==> config.mk <==
export PLATFORM = sky130hd
export DESIGN_NAME = m1_strobe_ctl
export DESIGN_NICKNAME = d
export VERILOG_FILES = /design/src/rtl/m1s_pkg.sv /design/src/rtl/m1s_modereg.sv /design/src/rtl/m1s_rdet.sv /design/src/rtl/m1s_seq.sv /design/src/rtl/m1_strobe_ctl.sv
export SDC_FILE = /design/constraint.sdc
export NUM_CORES = 1
export LEC_CHECK = 0
export ABC_AREA = 1
export ABC_CLOCK_PERIOD_IN_PS = 4600
export BUFFER_PORTS_ARGS = -buffer_cell sky130_fd_sc_hd__buf_2
export CORE_MARGIN = 10
export CORE_UTILIZATION = 50
export DETAILED_ROUTE_END_ITERATION = 16
export GPL_TIMING_DRIVEN = 0
export HOLD_SLACK_MARGIN = 0.08
export PLACE_DENSITY_LB_ADDON = 0.1
export SLEW_MARGIN = 20
export SYNTH_ARGS = -nofsm -noshare
export SYNTH_HDL_FRONTEND = slang
export SYNTH_SLANG_ARGS = --single-unit
==> constraint.sdc <==
create_clock -name clk -period 4.6 [get_ports clk]
set_input_delay 0.92 -clock clk [delete_from_list [all_inputs] [get_ports clk]]
set_output_delay 0.92 -clock clk [all_outputs]
set_load 0.005 [all_outputs]
==> src/rtl/m1s_pkg.sv <==
package m1s_pkg;
  typedef enum logic [1:0] {
    CYC_FETCH = 2'b00,
    CYC_MEMRD = 2'b01,
    CYC_INTA  = 2'b10,
    CYC_NMIA  = 2'b11
  } cyc_e;

  typedef enum logic [3:0] {
    ST_IDLE, ST_T1, ST_T2, ST_T3, ST_GAPA, ST_GAPB,
    ST_R1, ST_R2, ST_R3, ST_RI
  } st_e;

  localparam logic [7:0] OPC_PREFIX = 8'hED;
  localparam logic [7:0] OPC_RETI   = 8'h4D;
endpackage

==> src/rtl/m1s_modereg.sv <==
module m1s_modereg #(
  parameter int IOW = 8,
  parameter logic [IOW-1:0] MODE_ADDR = 8'h3E
) (
  input  logic           clk,
  input  logic           rst_n,
  input  logic [IOW-1:0] io_addr,
  input  logic           io_wr,
  input  logic [7:0]     io_wdata,
  output logic [7:0]     io_rdata,
  output logic           m1e_o,
  output logic           ioc_o
);
  logic m1e_q, m1e_d, ioc_q, ioc_d;
  logic sel;
  logic unused_wbits;

  assign sel          = (io_addr == MODE_ADDR);
  assign unused_wbits = ^{io_wdata[6], io_wdata[4:0]};

  always_comb begin
    m1e_d = m1e_q;
    ioc_d = ioc_q;
    if (io_wr && sel) begin
      m1e_d = io_wdata[7];
      ioc_d = io_wdata[5];
    end
  end

  always_ff @(posedge clk or negedge rst_n) begin
    if (!rst_n) begin
      m1e_q <= 1'b1;
      ioc_q <= 1'b0;
    end else begin
      m1e_q <= m1e_d;
      ioc_q <= ioc_d;
    end
  end

  assign io_rdata = sel ? {m1e_q, 1'b0, ioc_q, 5'b0} : 8'h00;
  assign m1e_o    = m1e_q;
  assign ioc_o    = ioc_q;

  // a write to the mode address lands in the enable bit on the next clock
  a_r1_write_lands: assert property (@(posedge clk) disable iff (!rst_n)
    (io_wr && sel) |=> (m1e_q == $past(io_wdata[7])));
endmodule

==> src/rtl/m1s_rdet.sv <==
module m1s_rdet
  import m1s_pkg::*;
#(
  parameter int AW = 16
) (
  input  logic          clk,
  input  logic          rst_n,
  input  logic          t3_i,
  input  cyc_e          cyc_i,
  input  logic [AW-1:0] addr_i,
  input  logic [7:0]    data_i,
  input  logic          m1e_i,
  output logic          hit_o,
  output logic [AW-1:0] base_o
);
  logic          armed_q, armed_d;
  logic [AW-1:0] base_q, base_d;
  logic          quiet_fetch;

  assign quiet_fetch = t3_i && (cyc_i == CYC_FETCH) && !m1e_i;
  assign hit_o = quiet_fetch && armed_q && (data_i == OPC_RETI) &&
                 (addr_i == AW'(base_q + 1'b1));

  always_comb begin
    armed_d = armed_q;
    base_d  = base_q;
    if (t3_i) begin
      armed_d = quiet_fetch && (data_i == OPC_PREFIX);
      if (armed_d) base_d = addr_i;
    end
  end

  always_ff @(posedge clk or negedge rst_n) begin
    if (!rst_n) begin
      armed_q <= 1'b0;
      base_q  <= '0;
    end else begin
      armed_q <= armed_d;
      base_q  <= base_d;
    end
  end

  assign base_o = base_q;

  // a replay consumes the armed prefix
  a_r9_hit_disarms: assert property (@(posedge clk) disable iff (!rst_n)
    hit_o |=> !armed_q);
endmodule

==> src/rtl/m1s_seq.sv <==
module m1s_seq
  import m1s_pkg::*;
#(
  parameter int AW = 16
) (
  input  logic          clk,
  input  logic          rst_n,
  input  logic          req_valid,
  input  cyc_e          req_type,
  input  logic [AW-1:0] req_addr,
  output logic          req_ready,
  input  logic          m1e_i,
  input  logic [7:0]    data_i,
  input  logic          hit_i,
  input  logic [AW-1:0] rep_base_i,
  output logic          t3_o,
  output cyc_e          cyc_o,
  output logic [AW-1:0] cur_addr_o,
  output logic [AW-1:0] bus_addr,
  output logic          mreq_n,
  output logic          rd_n,
  output logic          m1_n,
  output logic          rvalid,
  output logic [7:0]    rdata
);
  st_e           st_q, st_d;
  cyc_e          cyc_q, cyc_d;
  logic [AW-1:0] addr_q, addr_d;
  logic          rsel_q, rsel_d;
  logic          accept, in_norm, in_rep, mem_cyc, m1_norm;
  logic [AW-1:0] rep_addr;

  assign req_ready = (st_q == ST_IDLE) || ((st_q == ST_T3) && !hit_i);
  assign accept    = req_valid && req_ready;

  always_comb begin
    st_d   = st_q;
    cyc_d  = cyc_q;
    addr_d = addr_q;
    rsel_d = rsel_q;
    if (accept) begin
      cyc_d  = req_type;
      addr_d = req_addr;
    end
    case (st_q)
      ST_IDLE: if (accept) st_d = ST_T1;
      ST_T1:   st_d = ST_T2;
      ST_T2:   st_d = ST_T3;
      ST_T3: begin
        if (hit_i)       st_d = ST_GAPA;
        else if (accept) st_d = ST_T1;
        else             st_d = ST_IDLE;
      end
      ST_GAPA: st_d = ST_GAPB;
      ST_GAPB: begin
        st_d   = ST_R1;
        rsel_d = 1'b0;
      end
      ST_R1:   st_d = ST_R2;
      ST_R2:   st_d = ST_R3;
      ST_R3:   st_d = ST_RI;
      ST_RI: begin
        if (!rsel_q) begin
          st_d   = ST_R1;
          rsel_d = 1'b1;
        end else begin
          st_d = ST_IDLE;
        end
      end
      default: st_d = ST_IDLE;
    endcase
  end

  always_ff @(posedge clk or negedge rst_n) begin
    if (!rst_n) begin
      st_q   <= ST_IDLE;
      cyc_q  <= CYC_FETCH;
      addr_q <= '0;
      rsel_q <= 1'b0;
    end else begin
      st_q   <= st_d;
      cyc_q  <= cyc_d;
      addr_q <= addr_d;
      rsel_q <= rsel_d;
    end
  end

  assign in_norm  = (st_q == ST_T1) || (st_q == ST_T2) || (st_q == ST_T3);
  assign in_rep   = (st_q == ST_R1) || (st_q == ST_R2) || (st_q == ST_R3);
  assign rep_addr = rsel_q ? AW'(rep_base_i + 1'b1) : rep_base_i;
  assign mem_cyc  = (cyc_q != CYC_INTA);
  assign m1_norm  = ((cyc_q == CYC_FETCH) && m1e_i) ||
                    (cyc_q == CYC_INTA) || (cyc_q == CYC_NMIA);

  assign bus_addr   = in_norm ? addr_q : (in_rep ? rep_addr : '0);
  assign mreq_n     = !((in_norm && mem_cyc) || in_rep);
  assign rd_n       = !((in_norm && mem_cyc) || in_rep);
  assign m1_n       = !((in_norm && m1_norm) || in_rep);
  assign rvalid     = (st_q == ST_T3);
  assign rdata      = data_i;
  assign t3_o       = (st_q == ST_T3);
  assign cyc_o      = cyc_q;
  assign cur_addr_o = addr_q;

  // three-state machine cycle order
  a_r3_t1_to_t2: assert property (@(posedge clk) disable iff (!rst_n)
    (st_q == ST_T1) |=> (st_q == ST_T2));
  a_r3_t2_to_t3: assert property (@(posedge clk) disable iff (!rst_n)
    (st_q == ST_T2) |=> (st_q == ST_T3));
  // address held across a cycle
  a_r3_addr_held: assert property (@(posedge clk) disable iff (!rst_n)
    ((st_q == ST_T2) || (st_q == ST_T3)) |-> $stable(bus_addr));
  // two idle states lead into the replay of the prefix byte
  a_r7_gap_to_replay: assert property (@(posedge clk) disable iff (!rst_n)
    (st_q == ST_GAPB) |=> ((st_q == ST_R1) && !rsel_q));
  // prefix byte replayed before the second byte
  a_r7_byte_order: assert property (@(posedge clk) disable iff (!rst_n)
    ((st_q == ST_RI) && !rsel_q) |=> ((st_q == ST_R1) && rsel_q));
endmodule

==> src/rtl/m1_strobe_ctl.sv <==
module m1_strobe_ctl
  import m1s_pkg::*;
#(
  parameter int AW = 16,
  parameter logic [7:0] MODE_ADDR = 8'h3E
) (
  input  logic          clk,
  input  logic          rst_n,
  input  logic          req_valid,
  input  logic [1:0]    req_type,
  input  logic [AW-1:0] req_addr,
  output logic          req_ready,
  output logic          rvalid,
  output logic [7:0]    rdata,
  output logic [AW-1:0] bus_addr,
  input  logic [7:0]    bus_data_in,
  output logic          mreq_n,
  output logic          rd_n,
  output logic          m1_n,
  input  logic [7:0]    io_addr,
  input  logic          io_wr,
  input  logic [7:0]    io_wdata,
  output logic [7:0]    io_rdata,
  output logic          mode_compat
);
  logic          m1e, hit, t3;
  logic [AW-1:0] base, cur_addr;
  cyc_e          cyc;

  m1s_modereg #(.IOW(8), .MODE_ADDR(MODE_ADDR)) u_mode (
    .clk(clk), .rst_n(rst_n), .io_addr(io_addr), .io_wr(io_wr),
    .io_wdata(io_wdata), .io_rdata(io_rdata), .m1e_o(m1e), .ioc_o(mode_compat)
  );

  m1s_rdet #(.AW(AW)) u_det (
    .clk(clk), .rst_n(rst_n), .t3_i(t3), .cyc_i(cyc), .addr_i(cur_addr),
    .data_i(bus_data_in), .m1e_i(m1e), .hit_o(hit), .base_o(base)
  );

  m1s_seq #(.AW(AW)) u_seq (
    .clk(clk), .rst_n(rst_n), .req_valid(req_valid), .req_type(cyc_e'(req_type)),
    .req_addr(req_addr), .req_ready(req_ready), .m1e_i(m1e),
    .data_i(bus_data_in), .hit_i(hit), .rep_base_i(base), .t3_o(t3),
    .cyc_o(cyc), .cur_addr_o(cur_addr), .bus_addr(bus_addr),
    .mreq_n(mreq_n), .rd_n(rd_n), .m1_n(m1_n), .rvalid(rvalid), .rdata(rdata)
  );
endmodule

### Word level (Yosys, flattened, before mapping)

Index checks and enable logic that the tools add are counted.

| storage, ports and cells | value |
|---|---|
| register bits | 42 |
| output and inout bits | 38 |
| word-level logic and storage cells | 65 |

| cells by class | value |
|---|---|
| add/subtract/negate cells | 1 |
| equal/unequal tests | 17 |
| muxes and demuxes | 10 |
| reductions and logical operators | 29 |

Operator list:

| operator | number |
|---|---|
| two-way mux 16 bit | 3 |
| case mux 4 bit (10 select lines) | 1 |
| adder 16 x 1 -> 16 bit (second input constant) | 1 |
| == test 16 bit | 1 |
| == test 4 x 3 -> 1 bit (second input constant) | 4 |
| logical AND 1 bit | 12 |
| logical OR 1 bit | 9 |
| == test 4 x 2 -> 1 bit (second input constant) | 2 |
| == test 4 bit (second input constant) | 2 |
| == test 8 x 6 -> 1 bit (second input constant) | 1 |
| == test 8 x 7 -> 1 bit (second input constant) | 1 |
| == test 8 bit (second input constant) | 1 |
| two-way mux 4 bit | 2 |
| two-way mux 8 bit | 1 |
| == test 2 bit (second input constant) | 2 |
| == test 4 x 1 -> 1 bit (second input constant) | 1 |
| logical NOT 1 bit | 4 |
| logical NOT 4 bit | 1 |
| two-way mux 3 bit | 1 |
| logical NOT 2 bit | 1 |
| inequality test 2 x 1 -> 1 bit (second input constant) | 1 |
| inequality test 2 bit (second input constant) | 1 |
| case mux 1 bit (2 select lines) | 1 |
| AND reduction 2 bit | 1 |
| 2 further kinds | 2 |

### Depth between registers and ports, before layout

Gate-level depths: netlist (run 1).

| depth | value |
|---|---|
| word-level depth | 13 |
| gate-level depth with buffers | 17 |

### Modules after synthesis

From an unflattened synthesis (run 1), not the netlist that was laid out.

| unflattened totals | value |
|---|---|
| cells, all modules | 514 |
| area, all modules | 3334.4 µm² |

Modules (own cells, without submodules):

| module | times used | cells an instance | area an instance (µm²) |
|---|---|---|---|
| m1s_seq | 1 | 270 | 1721.7 |
| m1s_rdet | 1 | 214 | 1402.6 |
| m1s_modereg | 1 | 30 | 210.2 |

### Least setup slack after synthesis (run 1)

OpenSTA, ideal clock, no wires.

| timing | value |
|---|---|
| kind | input port to output port |
| from | input bus_data_in[0] |
| to | output req_ready |
| data arrival time | 2000 ps |
| setup slack | 1680 ps |
| stages on the path | 13 |
| buffers on the path | 2 |
| cell sequence | inv_1 > nor2_1 > nand2_1 > nor2_1 > nand3_1 > nor2_1 > nand4_1 > nor2_1 > nand3_2 > nand2_2 > nand2_4 > buf_6 > buf_12 |

| on the way | value |
|---|---|
| cells in the longest elaborated chain, start to end | 6 |

Ends and longest elaborated chain:

| what | RTL line | source |
|---|---|---|
| from (decl) | m1_strobe_ctl.sv:16 | `input logic [7:0] bus_data_in,` |
| == test 8 x 7 -> 1 bit | m1s_rdet.sv:21 | `assign hit_o = quiet_fetch && armed_q && (data_i == OPC_RETI) &&` |
| logical AND 1 bit (2 in series) | m1s_rdet.sv:21 |  |
| logical NOT 1 bit | m1s_seq.sv:33 | `assign req_ready = (st_q == ST_IDLE) \|\| ((st_q == ST_T3) && !hit_i);` |
| logical AND 1 bit | m1s_seq.sv:33 |  |
| logical OR 1 bit | m1s_seq.sv:33 |  |
| to (decl) | m1_strobe_ctl.sv:12 | `output logic req_ready,` |

No other way between the ends.

### Worst setup path after layout (run 1)

| timing | value |
|---|---|
| from | register u_det.base_q[0], in the netlist u_det.base_o[0] |
| to | output req_ready |

| on the way | value |
|---|---|
| cells in the longest elaborated chain, start to end | 6 |

Ends and longest elaborated chain:

| what | RTL line | source |
|---|---|---|
| from (decl) | m1s_rdet.sv:17 | `logic [AW-1:0] base_q, base_d;` |
| from (signal assigned) | m1s_rdet.sv:39 | `base_q <= base_d;` |
| adder 16 x 1 -> 16 bit | m1s_rdet.sv:22 | `(addr_i == AW'(base_q + 1'b1));` |
| == test 16 bit | m1s_rdet.sv:22 |  |
| logical AND 1 bit | m1s_rdet.sv:21 |  |
| logical NOT 1 bit | m1s_seq.sv:33 |  |
| logical AND 1 bit | m1s_seq.sv:33 |  |
| logical OR 1 bit | m1s_seq.sv:33 |  |

No other way between the ends.

==> impl_metrics.ini, run 1 <==
[sta]
hold_viol_final = 0
min_period_ns = 3.613
final_max_slew_viol_count = 0
finalSetupTns_ns = 0
timing.fmax_mhz = 276.8
slew_headroom_pct = 61.15
rsz0062_at_grt = no
period_share_pct = 78.55
clock_skew_ns = 0.009344
tightest_slew_ns = 0.5827
finalSetupViolations = 0

[critical_path]
crit_fanout = 10
rr_startpoint = u_det.base_o[0]
worst-setup-path-type = flip-flop to output port
worst-path-stages = 15
path_common_cell = nand2_1
end_kind = output port
worstPathArrival_ns = 2.69
setup.worst_path.end = req_ready
rr_endpoint = u_seq.cur_addr_o[6]
path_delay_family = simple AND/OR/NAND/NOR gates
cp_num_buf_inv = 3
slowest_delay_ns = 0.48
cpMaxStageDelayCell = dfrtp_1
cp_cell_sequence = ha_1 > nand2_1 > nor2_4 > nand3_1 > nand3_1 > nand2_1 > nor2_1 > nand2_1 > nor2_1 > nand3_2 > nand2_2 > nand2_4 > buf_6 > buf_12 > buf_2
reg2reg_slack_ns = 2.12
critPathLaunchType = flip-flop
crit_start = u_det.base_o[0]
reg2regPathDepth = 16
crit_required_ns = 3.68

[min_path]
hold_class = flip-flop to flip-flop

[drt]
wl_per_cell_um = 14.45
drt-total-wl_mm = 8.725
drt_first_pass_iters = 6
ant_nets = 0
viasPerCell = 5.235
drtIter0Drc = 184
drc_errors = 0
vias = 3162

[floorplanning]
chipWidth_um = 97.92
die_h_um = 97.92
core_sq_um = 5921
rows = 28
io_pins = 84
start_util_pct = 51.27
dieArea_sq_um = 9587

[clock_network]
cts-root-buf = clkbuf_8
clkLatencyLatePin_ns = 0.30
cts_resized = 0
clk_pin_slew_ns = 0.09
clk_path_buf_depth = 2
cts.sinks = 42
post-cts-setup-buffers = 0
cts_tree = built
cts_made_buffers = 5
holdBufCountCts = 0
htree_num_levels = 2

[logic_synthesis]
yosysTopAreaCell = dfrtp_1
yosysSeqAreaShare_pct = 34.67
ys_warn_count = 0
synth.avg_cell_area_sq_um = 6.821
synthTopCellsByArea = dfrtp_1, nand2_1, nand3_1
ys_ff_latch = 42
yosysUniqueCellTypes = 36
syn_area_sq_um = 3035
synth_top_area_share_pct = 33.80
syn-instance-count = 445

[grt]
antenna_found_initial = 0
grt_pass1_vias = 2962
grt_max_degree = 43
grt_pass1_wl_mm = 14.23
overflow = 0
grt.total_usage_pct = 17.63

[final_layout]
finalNetCount = 575
nFillCells = 590
seq_area_sq_um = 1052
drive_above_1_share_pct = 24.01
layout_common_cells = nand2_1, buf_2, inv_1
layout.cells.most_common = nand2_1
multiInputGateArea_sq_um = 1603
areaGrowthSynthToFinish_pct = 18.47
diodes = 0
final_core_util_pct = 60.74

[power_and_ir_drop]
powerDensity_nw_per_um2 = 422.6
power_mw = 1.520
ir_worst_vdd_mv = 0.2897
leakagePower_nw = 1.815

[run_status]
outcome = complete, no violations

[job]
cap_violations = 0

[placed_design]
gp_congestion = 0.8924
port_buffers = 71
post-dp-hpwl_mm = 6.553
## flip-flops by register name, indices dropped and copies added (netlist names)
name,cells
u_seq.cyc_o,2
u_seq.rsel_q,1
u_det.armed_q,1
u_seq.st_q,4
u_det.base_o,16
u_mode.ioc_o,1
u_seq.cur_addr_o,16
u_mode.m1e_o,1
## cell families after synthesis
kind of cell    share of synthesized area, %
simple gates                           37.39
xor+xnor                               1.319
fa+ha+maj                             0.4121
flops                                  34.67
other cells                           0.1235
compound gates                         12.94
buf+inv                                13.15
## area by class of cell
cell class | instances | share of cell area, %
Buffer | 28 | 5.463
Tap cell | 75 | 2.610
Multi-Input combinational cell | 326 | 44.57
Inverter | 54 | 5.637
Clock inverter | 3 | 0.5915
Timing Repair Buffer | 71 | 9.951
Clock buffer | 5 | 1.914
Sequential cell | 42 | 29.26
## Yosys cell counts (all sizes together)
| master | count |
|---|---|
| a21oi | 14 |
| buf | 20 |
| clkbuf | 8 |
| clkinv | 1 |
| conb | 1 |
| dfrtp | 41 |
| dfstp | 1 |
| ha | 1 |
| inv | 53 |
| nand2 | 141 |
| nand3 | 51 |
| nand4 | 6 |
| nor2 | 40 |
| nor3 | 3 |
| nor3b | 1 |
| nor4 | 1 |
| nor4b | 1 |
| o211ai | 1 |
| o21ai | 39 |
| o21bai | 1 |
| o22ai | 15 |
| o32a | 1 |
| o32ai | 1 |
| xnor2 | 1 |
| xnor3 | 1 |
| xor2 | 1 |
## report_power, final
group,internal (mW),switching (mW)
clock,0.107,0.144
combinational,0.312,0.418
sequential,0.458,0.0810
total,0.876,0.643
## how the worst min path moves through the flow
| stage | startpoint | end | slack, ns | cells after the start |
|---|---|---|---|---|
| after floorplan | u_seq.cur_addr_o[1] | u_seq.cur_addr_o[1] | 0.44 | 2 |
| after global placement | u_seq.cur_addr_o[1] | u_seq.cur_addr_o[1] | 0.46 | 2 |
| after detailed placement | u_seq.cur_addr_o[1] | u_seq.cur_addr_o[1] | 0.47 | 2 |
| after CTS | u_seq.cur_addr_o[6] | u_seq.cur_addr_o[6] | 0.50 | 2 |
| after global routing | u_seq.cur_addr_o[6] | u_seq.cur_addr_o[6] | 0.51 | 2 |
| final | u_seq.cur_addr_o[6] | u_seq.cur_addr_o[6] | 0.49 | 2 |
## per-layer routing
layer	vias up	global-route usage, %	routed length (um)
met5	-	0	0
met4	0	5.928	146
met3	11	4.017	667
met2	130	28.48	3968
met1	1435	22.58	3942
li1	1586	-	-
## through the flow
stage	cells	setup WS (ns)	hold slack (ns)	instance area, sq um
2_1_floorplan	450	1.680	0.4419	3054
3_3_place_gp	596	1.197	0.4604	3503
3_5_place_dp	596	1.177	0.4748	3503
4_1_cts	604	1.018	0.4972	3593
5_1_grt	604	0.7602	0.5086	3596
6_report	604	0.9868	0.4922	3596
## worst register-to-register path: stages, from the launching register on
cell,delay [ns]
dfrtp_1,0.48
ha_1,0.23
nand2_1,0.13
nor2_4,0.24
nand3_1,0.11
nand3_1,0.10
nand2_1,0.06
nor2_1,0.08
nand2_1,0.06
nor2_1,0.19
nand3_2,0.14
nand2_2,0.10
nand2_4,0.06
buf_6,0.14
buf_12,0.15
nand3_2,0.05
nand2_1,0.05
(Power assumes the default switching activity.)
==> run 2: changes to the inputs <==
Settings changed: ABC_AREA 1 to 0, ABC_CLOCK_PERIOD_IN_PS 4600 to 3720.
Clock period 4.6 ns to 3.72 ns, I/O delays scaled along.
==> impl_metrics.ini, run 2 <==
[run_status]
outcome = complete, no violations

[critical_path]
slowest_delay_ns = 0.46
worst-path-stages = 9
rr_startpoint = u_seq.st_q[2]
reg2reg_slack_ns = 1.08
crit_fanout = 10
path_delay_family = simple AND/OR/NAND/NOR gates
rr_endpoint = u_seq.cur_addr_o[4]
cpMaxStageDelayCell = dfrtp_1
end_kind = output port
critPathLaunchType = flip-flop
crit_required_ns = 2.98
worstPathArrival_ns = 2.75
worst-setup-path-type = flip-flop to output port
reg2regPathDepth = 9
cp_cell_sequence = nand4bb_1 > nor4_2 > nand4_1 > nor4_2 > nand4_2 > buf_6 > nand3_1 > a21boi_0 > buf_2
cp_num_buf_inv = 2
path_common_cell = nor4_2

[grt]
grt_pass1_wl_mm = 15.35
overflow = 0
grt_pass1_vias = 3136
grt.total_usage_pct = 18.40
antenna_found_initial = 0
grt_max_degree = 43

[sta]
slew_headroom_pct = 35.51
hold_viol_final = 0
finalSetupTns_ns = 0
period_share_pct = 93.91
tightest_slew_ns = 0.9674
clock_skew_ns = 0.007256
holdWs_ns = 0.4821
finalSetupViolations = 0
final_max_slew_viol_count = 0
timing.fmax_mhz = 286.2
min_period_ns = 3.494
rsz0062_at_grt = no

[logic_synthesis]
yosysSeqAreaShare_pct = 31.56
synth.avg_cell_area_sq_um = 8.153
synth_common_cells = nand2_1, dfrtp_1, nor2_1
ys_warn_count = 0
synth_most_common_cell = nand2_1
syn-instance-count = 409
synthTopCellsByArea = dfrtp_1, nand2_1, mux2_2
syn_area_sq_um = 3334
async_flop_share_pct = 100.0
synth-edff-count = 0
synth_top_area_share_pct = 30.77
yosysTopAreaCell = dfrtp_1
ys_ff_latch = 42
synth_flop_cell = dfrtp_1
yosysUniqueCellTypes = 55

[floorplanning]
start_util_pct = 51.92
io_pins = 84
core_sq_um = 6422
chipWidth_um = 101.7
die_h_um = 101.7
dieArea_sq_um = 10340
rows = 29

[clock_network]
clk_path_buf_depth = 2
cts.sinks = 42
cts_resized = 0
post-cts-setup-buffers = 0
holdBufCountCts = 0
cts_tree = built
cts_made_buffers = 5
htree_num_levels = 2
cts-root-buf = clkbuf_8
clkLatencyLatePin_ns = 0.30
clk_pin_slew_ns = 0.09

[final_layout]
areaGrowthSynthToFinish_pct = 17.00
diodes = 0
layout_common_cells = buf_2, nand2_1, dfrtp_1
finalNetCount = 539
layout.cells.most_common = buf_2
drive_above_1_share_pct = 28.60
nFillCells = 584
final_core_util_pct = 60.74

[drt]
drt_first_pass_iters = 4
drt-total-wl_mm = 9.405
wl_per_cell_um = 16.50
drc_errors = 0
vias = 3096
viasPerCell = 5.432
drtIter0Drc = 146
drt-met1-wl_mm = 4.137
ant_nets = 0
top_layer = met4
wl_met3_um = 463
dr_wl_met2_mm = 4.739

[placed_design]
port_buffers = 71
post-dp-hpwl_mm = 7.136
gp_congestion = 0.8900

[min_path]
hold_end = u_det.armed_q
holdPathStages = 1
hold_class = flip-flop to flip-flop
min-delay-start = u_det.armed_q

[power_and_ir_drop]
powerDensity_nw_per_um2 = 578.6
leakagePower_nw = 1.843
ir_worst_vdd_mv = 0.3467

[job]
cap_violations = 0
-- run 2: how the worst max path moves through the flow --
stage | end | startpoint | slack, ns
2_1_floorplan | req_ready | bus_data_in[1] | 0.86
3_3_place_gp | req_ready | bus_data_in[1] | 0.32
3_5_place_dp | req_ready | bus_data_in[1] | 0.35
4_1_cts | req_ready | u_seq.st_q[2] | 0.19
5_1_grt | req_ready | u_seq.st_q[2] | 0.003
6_report | req_ready | u_seq.st_q[2] | 0.23
-- run 2: power breakdown --
part | switching (mW) | internal [mW] | total, mW | leakage [nW]
logic | 0.683 | 0.525 | 1.21 | 1.26
clock network | 0.172 | 0.150 | 0.322 | 0.0472
registers | 0.153 | 0.574 | 0.727 | 0.540
-- run 2: cell families (layout without fill, tap and decap cells) --
logic type      Yosys count  count (layout)  synth area share, %
xor+xnor                 35              35                9.193
buf+inv                  52             131                9.043
flops                    42              42                31.56
fa+ha+maj                 1               1               0.3752
compound gates           83              83                16.21
other cells               1               6               0.1125
mux                      20              20                6.679
simple gates            175             175                26.83
-- run 2: per-layer routing --
layer / track usage (%) / vias to the layer above
li1: - / 1579
met1: 22.14 / 1444
met2: 32.11 / 66
met3: 3.404 / 7
met4: 6.271 / 0
met5: 0 / -
-- run 2: metrics by stage --
step | setup WS [ns] | std cells | cell area (sq um) | total power [mW]
floorplan | 0.8561 | 414 | 3353 | 1.534
global placement | 0.3211 | 562 | 3805 | 1.916
detailed placement | 0.3488 | 562 | 3805 | 1.944
CTS | 0.1861 | 570 | 3900 | 2.268
global route | 0.003419 | 570 | 3901 | 2.468
finish | 0.2264 | 570 | 3901 | 2.257
-- run 2: area by class of cell --
type | count | area, sq um | area share, %
clock inverter | 2 | 12.51 | 0.3207
buffer | 48 | 286.5 | 7.344
inverter | 4 | 15.01 | 0.3849
sequential | 42 | 1052 | 26.97
timing repair buffer | 71 | 355.3 | 9.108
multi-input combinational | 320 | 2001 | 51.28
clock buffer | 6 | 82.58 | 2.117
tap | 77 | 96.34 | 2.470
